[src/rtl/mbx_pkg.sv]
package mbx_pkg;
  typedef enum logic [1:0] {
    ST_OK      = 2'd0,
    ST_INVAL   = 2'd1,
    ST_IOERR   = 2'd2,
    ST_TIMEOUT = 2'd3
  } mbx_status_e;

  typedef enum logic [2:0] {
    S_IDLE, S_LOAD, S_GO, S_POLL, S_EVAL, S_CLEAR
  } seq_state_e;

  typedef enum logic [1:0] {
    V_DONE, V_AGAIN, V_RETRY, V_FAIL
  } verdict_e;

  localparam logic [31:0] GO_FLAGS     = 32'h0000_0003;
  localparam logic [31:0] IDLE_FLAGS   = 32'h0000_0000;
  localparam int          ENG_DONE_BIT = 2;
endpackage

[src/rtl/mbx_frame_gen.sv]
module mbx_frame_gen #(
  parameter int          WORD_W    = 32,
  parameter int          MAX_ARGS  = 12,
  parameter int          HDR_WORDS = 4,
  parameter int          IDX_W     = 4,
  parameter int          CNT_W     = 4,
  parameter logic [31:0] TMO_WORD  = 32'h0006_0000
) (
  input  logic [IDX_W-1:0]           idx,
  input  logic [WORD_W-1:0]          cmd,
  input  logic [MAX_ARGS*WORD_W-1:0] args,
  input  logic [CNT_W-1:0]           send_cnt,
  output logic [WORD_W-1:0]          word
);
  localparam int SEL_W = $clog2(MAX_ARGS);

  logic [WORD_W-1:0] lane [MAX_ARGS];
  logic [SEL_W-1:0]  arg_sel;

  // Each argument lane is zeroed when it lies past the sent count.
  for (genvar g = 0; g < MAX_ARGS; g++) begin : g_lane
    assign lane[g] = (CNT_W'(g) < send_cnt) ? args[g*WORD_W +: WORD_W] : '0;
  end

  assign arg_sel = SEL_W'(idx - IDX_W'(HDR_WORDS));

  always_comb begin
    word = '0;
    if (idx >= IDX_W'(HDR_WORDS)) word = lane[arg_sel];
    else if (idx == IDX_W'(1))    word = cmd;
    else if (idx == IDX_W'(3))    word = WORD_W'(TMO_WORD);
  end
endmodule

[src/rtl/mbx_retry_ctl.sv]
module mbx_retry_ctl
  import mbx_pkg::*;
#(
  parameter int WORD_W     = 32,
  parameter int POLL_LIMIT = 1000,
  parameter int TRY_LIMIT  = 20
) (
  input  logic              clk,
  input  logic              rst,
  input  logic              clr,
  input  logic              try_inc,
  input  logic              poll_inc,
  input  logic [WORD_W-1:0] stat,
  output verdict_e          verdict
);
  localparam int POLL_W = $clog2(POLL_LIMIT + 1);
  localparam int TRY_W  = $clog2(TRY_LIMIT + 1);

  logic [POLL_W-1:0] poll_cnt;
  logic [TRY_W-1:0]  try_cnt;

  always_ff @(posedge clk) begin
    if (rst) begin
      poll_cnt <= '0;
      try_cnt  <= '0;
    end else if (clr) begin
      poll_cnt <= '0;
      try_cnt  <= TRY_W'(1);
    end else if (try_inc) begin
      poll_cnt <= '0;
      try_cnt  <= try_cnt + TRY_W'(1);
    end else if (poll_inc) begin
      poll_cnt <= poll_cnt + POLL_W'(1);
    end
  end

  always_comb begin
    if (stat[ENG_DONE_BIT])
      verdict = V_DONE;
    else if (stat != '0)
      verdict = (poll_cnt < POLL_W'(POLL_LIMIT)) ? V_AGAIN : V_FAIL;
    else
      verdict = (try_cnt < TRY_W'(TRY_LIMIT)) ? V_RETRY : V_FAIL;
  end

  p_poll_bound_r6: assert property (@(posedge clk) disable iff (rst)
    poll_cnt <= POLL_W'(POLL_LIMIT));
  p_try_bound_r7: assert property (@(posedge clk) disable iff (rst)
    try_cnt <= TRY_W'(TRY_LIMIT));
endmodule

[src/rtl/mbx_result_store.sv]
module mbx_result_store #(
  parameter int WORD_W   = 32,
  parameter int MAX_ARGS = 12,
  parameter int SEL_W    = 4
) (
  input  logic                       clk,
  input  logic                       rst,
  input  logic                       clr,
  input  logic                       we,
  input  logic [SEL_W-1:0]           sel,
  input  logic [WORD_W-1:0]          wdata,
  output logic [MAX_ARGS*WORD_W-1:0] flat
);
  logic [WORD_W-1:0] slot [MAX_ARGS];

  always_ff @(posedge clk) begin
    if (rst || clr) begin
      for (int i = 0; i < MAX_ARGS; i++) slot[i] <= '0;
    end else if (we && (sel < SEL_W'(MAX_ARGS))) begin
      slot[sel] <= wdata;
    end
  end

  for (genvar g = 0; g < MAX_ARGS; g++) begin : g_out
    assign flat[g*WORD_W +: WORD_W] = slot[g];
  end
endmodule

[src/rtl/mbx_cmd_seq.sv]
module mbx_cmd_seq
  import mbx_pkg::*;
#(
  parameter int                ADDR_W     = 24,
  parameter int                WORD_W     = 32,
  parameter int                MBOX_WORDS = 16,
  parameter int                HDR_WORDS  = 4,
  parameter logic [ADDR_W-1:0] MBOX_BASE  = 24'h000044,
  parameter int                POLL_LIMIT = 1000,
  parameter int                TRY_LIMIT  = 20,
  parameter logic [31:0]       TMO_WORD   = 32'h0006_0000,
  localparam int MAX_ARGS = MBOX_WORDS - HDR_WORDS,
  localparam int CNT_W    = $clog2(MAX_ARGS + 1),
  localparam int ARG_BITS = MAX_ARGS * WORD_W
) (
  input  logic                clk,
  input  logic                rst,
  input  logic                start,
  input  logic [WORD_W-1:0]   cmd_code,
  input  logic [CNT_W-1:0]    send_cnt,
  input  logic [CNT_W-1:0]    recv_cnt,
  input  logic [ARG_BITS-1:0] args_in,
  output logic                busy,
  output logic                done,
  output logic [1:0]          status,
  output logic [ARG_BITS-1:0] results,
  output logic                engine_ok,
  output logic                mb_req,
  output logic                mb_we,
  output logic [ADDR_W-1:0]   mb_addr,
  output logic [WORD_W-1:0]   mb_wdata,
  input  logic                mb_ack,
  input  logic                mb_err,
  input  logic [WORD_W-1:0]   mb_rdata
);
  localparam int IDX_W = $clog2(MBOX_WORDS);
  localparam int SEL_W = $clog2(MAX_ARGS);
  localparam logic [IDX_W-1:0] LAST_IDX = IDX_W'(MBOX_WORDS - 1);

  seq_state_e        state;
  logic [IDX_W-1:0]  idx;
  logic              req_q, we_q, busy_q, done_q, ok_q;
  logic [ADDR_W-1:0] addr_q;
  logic [WORD_W-1:0] wdata_q, cmd_q, stat_q;
  logic [ARG_BITS-1:0] args_q;
  logic [CNT_W-1:0]  send_q, recv_q;
  mbx_status_e       status_q;

  logic              args_ok, accept_go, acc_ok;
  logic              acc_we;
  logic [ADDR_W-1:0] acc_addr;
  logic [WORD_W-1:0] acc_data, frame_word;
  logic [IDX_W-1:0]  poll_last;
  logic              rs_clr, rs_we;
  logic [SEL_W-1:0]  rs_sel;
  logic              rc_poll_inc, rc_try_inc;
  verdict_e          verdict;

  // ---------------- sub-blocks ----------------
  mbx_frame_gen #(
    .WORD_W(WORD_W), .MAX_ARGS(MAX_ARGS), .HDR_WORDS(HDR_WORDS),
    .IDX_W(IDX_W), .CNT_W(CNT_W), .TMO_WORD(TMO_WORD)
  ) u_frame (
    .idx(idx), .cmd(cmd_q), .args(args_q), .send_cnt(send_q), .word(frame_word)
  );

  mbx_retry_ctl #(
    .WORD_W(WORD_W), .POLL_LIMIT(POLL_LIMIT), .TRY_LIMIT(TRY_LIMIT)
  ) u_retry (
    .clk(clk), .rst(rst), .clr(accept_go), .try_inc(rc_try_inc),
    .poll_inc(rc_poll_inc), .stat(stat_q), .verdict(verdict)
  );

  mbx_result_store #(
    .WORD_W(WORD_W), .MAX_ARGS(MAX_ARGS), .SEL_W(SEL_W)
  ) u_store (
    .clk(clk), .rst(rst), .clr(rs_clr), .we(rs_we), .sel(rs_sel),
    .wdata(mb_rdata), .flat(results)
  );

  // ---------------- request qualification ----------------
  assign args_ok   = (send_cnt <= CNT_W'(MAX_ARGS)) && (recv_cnt <= CNT_W'(MAX_ARGS));
  assign accept_go = (state == S_IDLE) && start && args_ok && ok_q;
  assign acc_ok    = req_q && mb_ack && !mb_err;
  assign poll_last = IDX_W'(recv_q) + IDX_W'(HDR_WORDS - 1);

  // ---------------- strobes to sub-blocks ----------------
  assign rs_clr      = (state == S_IDLE) && start;
  assign rs_we       = (state == S_POLL) && acc_ok && (idx >= IDX_W'(HDR_WORDS));
  assign rs_sel      = SEL_W'(idx - IDX_W'(HDR_WORDS));
  assign rc_poll_inc = ((state == S_GO) && acc_ok) ||
                       ((state == S_EVAL) && (verdict == V_AGAIN));
  assign rc_try_inc  = (state == S_EVAL) && (verdict == V_RETRY);

  // ---------------- next access of the current phase ----------------
  always_comb begin
    acc_we   = 1'b0;
    acc_addr = MBOX_BASE;
    acc_data = '0;
    unique case (state)
      S_LOAD: begin
        acc_we   = 1'b1;
        acc_addr = MBOX_BASE + ADDR_W'(idx);
        acc_data = frame_word;
      end
      S_GO: begin
        acc_we   = 1'b1;
        acc_data = WORD_W'(GO_FLAGS);
      end
      S_POLL: begin
        acc_addr = MBOX_BASE + ADDR_W'(idx);
      end
      S_CLEAR: begin
        acc_we   = 1'b1;
        acc_data = WORD_W'(IDLE_FLAGS);
      end
      default: ;
    endcase
  end

  // ---------------- sequencer ----------------
  always_ff @(posedge clk) begin
    if (rst) begin
      state    <= S_IDLE;
      idx      <= '0;
      req_q    <= 1'b0;
      we_q     <= 1'b0;
      addr_q   <= '0;
      wdata_q  <= '0;
      busy_q   <= 1'b0;
      done_q   <= 1'b0;
      ok_q     <= 1'b1;
      status_q <= ST_OK;
      cmd_q    <= '0;
      args_q   <= '0;
      send_q   <= '0;
      recv_q   <= '0;
      stat_q   <= '0;
    end else begin
      done_q <= 1'b0;
      unique case (state)
        S_IDLE: begin
          if (start) begin
            if (!args_ok) begin
              done_q   <= 1'b1;
              status_q <= ST_INVAL;
            end else if (!ok_q) begin
              done_q   <= 1'b1;
              status_q <= ST_IOERR;
            end else begin
              cmd_q    <= cmd_code;
              args_q   <= args_in;
              send_q   <= send_cnt;
              recv_q   <= recv_cnt;
              busy_q   <= 1'b1;
              idx      <= '0;
              state    <= S_LOAD;
            end
          end
        end

        S_EVAL: begin
          unique case (verdict)
            V_DONE:  state <= S_CLEAR;
            V_AGAIN: begin state <= S_POLL; idx <= '0; end
            V_RETRY: begin state <= S_LOAD; idx <= '0; end
            default: begin
              state    <= S_IDLE;
              busy_q   <= 1'b0;
              done_q   <= 1'b1;
              status_q <= ST_TIMEOUT;
              ok_q     <= 1'b0;
            end
          endcase
        end

        default: begin
          if (!req_q) begin
            req_q   <= 1'b1;
            we_q    <= acc_we;
            addr_q  <= acc_addr;
            wdata_q <= acc_data;
          end else if (mb_ack) begin
            req_q <= 1'b0;
            if (mb_err) begin
              state    <= S_IDLE;
              busy_q   <= 1'b0;
              done_q   <= 1'b1;
              status_q <= ST_IOERR;
              ok_q     <= 1'b0;
            end else begin
              unique case (state)
                S_LOAD: begin
                  if (idx == LAST_IDX) begin
                    idx   <= '0;
                    state <= S_GO;
                  end else begin
                    idx <= idx + IDX_W'(1);
                  end
                end
                S_GO: begin
                  idx   <= '0;
                  state <= S_POLL;
                end
                S_POLL: begin
                  if (idx == '0) stat_q <= mb_rdata;
                  if (idx == poll_last) state <= S_EVAL;
                  else                  idx   <= idx + IDX_W'(1);
                end
                default: begin
                  state    <= S_IDLE;
                  busy_q   <= 1'b0;
                  done_q   <= 1'b1;
                  status_q <= ST_OK;
                end
              endcase
            end
          end
        end
      endcase
    end
  end

  assign busy      = busy_q;
  assign done      = done_q;
  assign status    = status_q;
  assign engine_ok = ok_q;
  assign mb_req    = req_q;
  assign mb_we     = we_q;
  assign mb_addr   = addr_q;
  assign mb_wdata  = wdata_q;

  // ---------------- assertions ----------------
  p_req_held_r3: assert property (@(posedge clk) disable iff (rst)
    mb_req && !mb_ack |=> mb_req && $stable(mb_addr) && $stable(mb_we) && $stable(mb_wdata));
  p_addr_window_r5: assert property (@(posedge clk) disable iff (rst)
    mb_req |-> ((mb_addr - MBOX_BASE) < ADDR_W'(MBOX_WORDS)));
  p_ok_sticky_r9: assert property (@(posedge clk) disable iff (rst)
    !engine_ok |=> !engine_ok);
  p_refused_quiet_r10: assert property (@(posedge clk) disable iff (rst)
    !engine_ok |-> !mb_req);
  p_idle_quiet_r11: assert property (@(posedge clk) disable iff (rst)
    !busy |-> !mb_req);
  p_done_pulse_r12: assert property (@(posedge clk) disable iff (rst)
    done |=> !done);
  p_ok_healthy_r8: assert property (@(posedge clk) disable iff (rst)
    done && (status == 2'd0) |-> engine_ok);
endmodule

[config.mk]
export PLATFORM = sky130hd
export DESIGN_NAME = mbx_cmd_seq
export DESIGN_NICKNAME = d
export VERILOG_FILES = /design/src/rtl/mbx_pkg.sv /design/src/rtl/mbx_frame_gen.sv /design/src/rtl/mbx_retry_ctl.sv /design/src/rtl/mbx_result_store.sv /design/src/rtl/mbx_cmd_seq.sv
export SDC_FILE = /design/constraint.sdc
export NUM_CORES = 2
export LEC_CHECK = 0
export ABC_AREA = 1
export BUFFER_PORTS_ARGS = -buffer_cell sky130_fd_sc_hd__buf_2
export CAP_MARGIN = 30
export CORE_ASPECT_RATIO = 0.6
export CORE_MARGIN = 4
export CORE_UTILIZATION = 30
export DETAILED_ROUTE_END_ITERATION = 10
export HOLD_SLACK_MARGIN = 0.08
export PLACE_DENSITY = 0.58
export SLEW_MARGIN = 30
export SYNTH_ARGS = -nofsm -noshare
export SYNTH_HDL_FRONTEND = slang
export SYNTH_HIERARCHICAL = 1
export SYNTH_SLANG_ARGS = --single-unit
[constraint.sdc]
create_clock -name clk -period 11.7 [get_ports clk]
set_input_delay 0.585 -clock clk [delete_from_list [all_inputs] [get_ports clk]]
set_output_delay 0.585 -clock clk [all_outputs]
set_load 0.02 [all_outputs]
* After elaboration in Yosys (flattened, before gate mapping)
Memory sizes are Yosys's and may differ from the RTL's. Index checks and enable logic that the tools add are counted.
Word-level totals: register bits after elaboration 541, memory bits (writable) 384, input port bits 461, output and inout bits 447, logic and storage cells 204, memories kept 1
Memories:
- u_store.slot | depth 12, bits a word 32, read ports 12, clocked after memory_dff 0, write ports 12, RTL line mbx_result_store.sv:14 | logic [WORD_W-1:0] slot [MAX_ARGS];
Operators by class: add/sub/neg operators 6, order comparisons 19, eq/ne operators 22, mux-type cells 90, bitwise operators 5, reductions and logical operators 43
Operator list (number):
- 2-to-1 mux 32 bit | 17
- binary-select mux 32 bit (select 4 bit) | 1
- one-hot mux 32 bit (2 select lines) | 1
- 2-to-1 mux 4 bit | 10
- nonzero test 32 bit | 1
- OR reduction 32 bit | 1
- 2-to-1 mux 1 bit | 31
- 2-to-1 mux 3 bit | 8
- 2-to-1 mux 2 bit | 11
- 2-to-1 mux 19 bit | 1
- one-hot mux 3 bit (3 select lines) | 2
- less-than comparator 3 x 4 -> 1 bit (first input constant) | 4
- less-than comparator 4 bit (first input constant) | 4
- AND reduction 7 bit | 2
- logical AND 1 bit | 12
- one-hot mux 4 bit (3 select lines) | 1
- AND reduction 6 bit | 2
- OR reduction 3 bit | 4
- adder 10 x 1 -> 10 bit (second input constant) | 1
- less-than comparator 10 bit (second input constant) | 1
- != test 2 bit (second input constant) | 5
- AND reduction 9 bit | 1
- adder 7 x 4 -> 8 bit (first input constant) | 1
- <= comparator 4 bit (second input constant) | 2
- 44 further kinds | 61

* Longest topological paths before layout
depth in word-level cells 10, gate-level depth with buffers 17

* Cells and area by module
Netlist, hierarchy kept.
By module, submodules not included:
- mbx_cmd_seq | instances 1, cells an instance 2368, area an instance 18462.7 um2, seq. area each 10169.8 um2
- mbx_result_store | instances 1, cells an instance 929, area an instance 13949.6 um2, seq. area each 11531.1 um2
- mbx_frame_gen | instances 1, cells an instance 1521, area an instance 6276.0 um2, seq. area each 0.0 um2
- mbx_retry_ctl | instances 1, cells an instance 126, area an instance 849.6 um2, seq. area each 300.3 um2

* Worst setup path before layout
Ideal clock, no wire load.
path kind register to register, start point register idx[2], end point memory u_store.slot[0][0] (enable), arrival 3615 ps, required time 11234 ps, path slack 7619 ps, stages on the path, launching flop included 8, clock period less this slack 4081 ps, cells stage by stage dfxtp_1 > clkbuf_1 > inv_1 > ha_1 > inv_1 > nor2_1 > nand2_1 > o21ai_0
RTL lines:
- start: declaration | RTL line mbx_cmd_seq.sv:41 | logic [IDX_W-1:0] idx;
- start signal: assignment | RTL line mbx_cmd_seq.sv:198 | idx <= idx + IDX_W'(1);
- start signal: assignment | RTL line mbx_cmd_seq.sv:208 | else idx <= idx + IDX_W'(1);
- end: declaration | RTL line mbx_result_store.sv:14

==> run metrics <==
Worst Setup End Kind=flip-flop; Rel. slew slack=27.7%; Post-synth EDFFs=384; f_max=roughly 0.23 GHz; crit-path cells=inv_1 -> buf_4 -> nand2_1 -> nor2_1 -> inv_1 -> nor3_1 -> nand2_1 -> nor2_4 -> nand2_4 -> nand2_1 -> buf_4; Hold Startpoint=cmd_code[6]; r2r worst-path depth=11; Pwr Total=~12 mW; Worst Max-Slew Pin Slew=1.08 ns; # setup viols final=0; DR WL/cell=around 24 um; Die W=about 480 um; CP peak stage delay=approximately 0.55 ns; Final period util=36.6%; slack of the worst reg-to-reg path=around 7.4 ns; Cell Count, Final, Fillers Out=between 7000 and 8000; Final Skew=~0.048 ns; hold worst-path end=cmd_q[6]; clk_lat worst skew=about 0.7 ns; Fin. Hold Viols=0; Synth area leaders=edfxtp_1 29%, dfxtp_1 26%, nor2_1 14%; P&R area growth vs syn=20.6%; Vias/cell=4.96; core area=0.130 sq mm; Avg Synthesized Cell Area=8.00 sq um; layout cells sized above 1=between 20% and 30%; CP max-delay cell=buf_4; Netlist cell types=40; Die H=between 200 and 300 um; utilization after layout=between 30% and 40%; Post-DRT Antenna Nets=0; Post-Route WL=between 150000 and 200000 um; minimum clock period=4.29 ns; HP Class=input pin to flip-flop; power per cell area=about 250 mW/mm^2; buffer depth of the longest clock path=3; vias in the first global route=approximately 34000; TritonRoute pass-1 iters=6; Clk pin slew, worst setup/hold paths=0.06 ns; total die area=0.138 sq mm; DR vias=between 30000 and 40000; Synth Cell Area=approximately 0.04 sq mm; CP dominant cell by count=nand2_1; Synth Register Bits=907; largest net degree at the start of global routing=just under 200; Reg2Reg Capture Point=u_store/slot[7][15]; DRC viols=0; register area share after synthesis=around 56%; total of max-cap violations=0; gr ovfl total=0; final hold slack=0.137 ns; CTS hold repair buffers=0; Cells after DPL=about 7200; antenna violations before repair=29; Critical Path Source Type=flip-flop; Starting Density=a little under a third; Worst VDD drop=169 uV; status=complete, no violations; Lkg Pwr=about 22 nW; reg2reg start=state[2]; Async S/R FF share, synth=0%; setup TNS=0 ns; Req. time, crit path=between 10 and 15 ns; GP Congestion=around 1; detailed placement HPWL=between 100000 and 150000 um; Cell Rows=a little over 100; RSZ-0062 raised after global routing=no; post-CTS sizing=0; IO Pins=just over 900; initial DRC count=between 4000 and 5000; WS Path Type=flip-flop to flip-flop; Post-Synthesis Cells=4944; GR Util All Layers=around a quarter; hold path cells=3; Port Buffers=about 890; WP data arrival=roughly 4.6 ns; crit-path leading delay family=simple AND/OR/NAND/NOR gates; Slew Viols, Final=0; CTS tree=built; Inserted Clock Buffers=91; clk root buf=clkbuf_16; largest area contributor in the netlist=edfxtp_1; worst path buffer plus inverter count=4; nets=around 6100; synth warn=6; CTS sink count=907; first-pass GRT wire length=around 240000 um; H-tree depth=3; Most used DFF post-synth=dfxtp_1; Crit path depth=11; Post-CTS Setup Bufs=0; Synth top area share=29.2%; CP max FO=39
==> cell usage in the layout (no fill, tap or decap), types with 3 or more instances in the layout <==
cell type	synthesis	layout
xor2_1	4	4
ha_1	13	12
o21ai_0	454	453
conb_1	1	18
clkbuf_16	0	93
nand3_1	246	245
dfxtp_1	523	519
nor2_4	6	7
a21oi_1	225	225
o21ai_1	27	26
nand4_1	32	32
inv_6	0	5
clkinv_2	0	12
buf_2	80	888
bufinv_16	0	7
edfxtp_1	384	384
inv_2	3	3
clkbuf_8	0	11
clkinv_1	1	5
clkbuf_1	181	23
nor2_1	1448	1443
inv_1	350	349
nand2_2	7	9
nor2_2	13	17
inv_8	0	3
nor3_1	38	38
nand2_1	759	755
clkinvlp_4	0	4
nand2_4	10	12
buf_4	48	43
diode_2	0	23
xnor2_1	4	4
==> Yosys cell counts, drive strengths merged, types with 13 or more instances <==
| library cell | n |
|---|---|
| a21oi | 227 |
| buf | 199 |
| clkbuf | 181 |
| dfxtp | 523 |
| edfxtp | 384 |
| ha | 13 |
| inv | 353 |
| nand2 | 776 |
| nand3 | 248 |
| nand4 | 33 |
| nor2 | 1467 |
| nor3 | 38 |
| o21ai | 481 |
==> sequential cells by signal, indices dropped and copies added, names as in the netlist <==
name              flops
args_q              384
busy                  1
cmd_q                32
done                  1
engine_ok             1
idx                   4
mb_addr               6
mb_req                1
mb_wdata             32
mb_we                 1
recv_q                4
send_q                4
stat_q               32
state                 3
status                2
u_retry/poll_cnt     10
u_retry/try_cnt       5
u_store/slot        384
==> layout make-up <==
cell class,instances,area [sq um]
flip-flops and latches,907,22000
multi-input cells,3320,14300
fillers,13600,82200
well taps,1716,2150
repair buffers,936,4860
inverters,354,1340
clock buffers,127,2560
clock inverters,38,428
diodes,23,57.6
==> power by group <==
group	switching (mW)	total [mW]	internal (mW)	leakage [nW]
clock network	1.35	3.04	1.70	1.46
logic	3.21	4.22	1.02	11.7
registers	0.393	4.42	4.03	8.42
==> kinds of logic (layout without fill, tap and decap cells) <==
family          after synthesis  count (layout)  share of synthesized area (%)
compound gates              715             715                           9.12
xor+xnor                      8               8                          0.177
fa+ha+maj                    13              13                          0.411
buf+inv                     734            1455                           8.65
flops                       907             907                           55.6
mux                           1               1                         0.0253
other cells                   1              41                        0.00948
simple gates               2565            2565                           26.0
==> per-layer routing <==
layer	GRT usage, %	routed length, um	up-vias
met5	0	20	-
met4	12.1	9310	2
met3	7.16	19000	279
met2	34.4	73600	1766
met1	33.6	74600	17700
li1	-	-	17100
==> tightest hold or removal path, cell delays in order <==
cell     delay, ns
buf_2         0.07
o21ai_0       0.07
nor2_1        0.07
==> stage by stage <==
step | area (sq um) | setup WS [ns]
after floorplan | 39600 | 7.62
after global placement | 44500 | 7.13
after detailed placement | 44600 | 7.30
after CTS | 47600 | 7.42
after global routing | 47700 | 7.21
final | 47700 | 7.41
==> how the worst max path moves through the flow <==
| stage | from | to | slack [ns] |
|---|---|---|---|
| finish | state[2] | u_store/slot[7][15] | 7.41 |
| floorplan | idx[2] | u_store/slot[0][0] | 7.62 |
| global placement | state[2] | u_store/slot[1][7] | 7.13 |
| global route | state[2] | u_store/slot[2][22] | 7.21 |
| CTS | state[2] | u_store/slot[1][6] | 7.42 |
| detailed placement | recv_cnt[0] | cmd_q[24] | 7.30 |
Note: power is estimated with default switching activity, not from simulation.
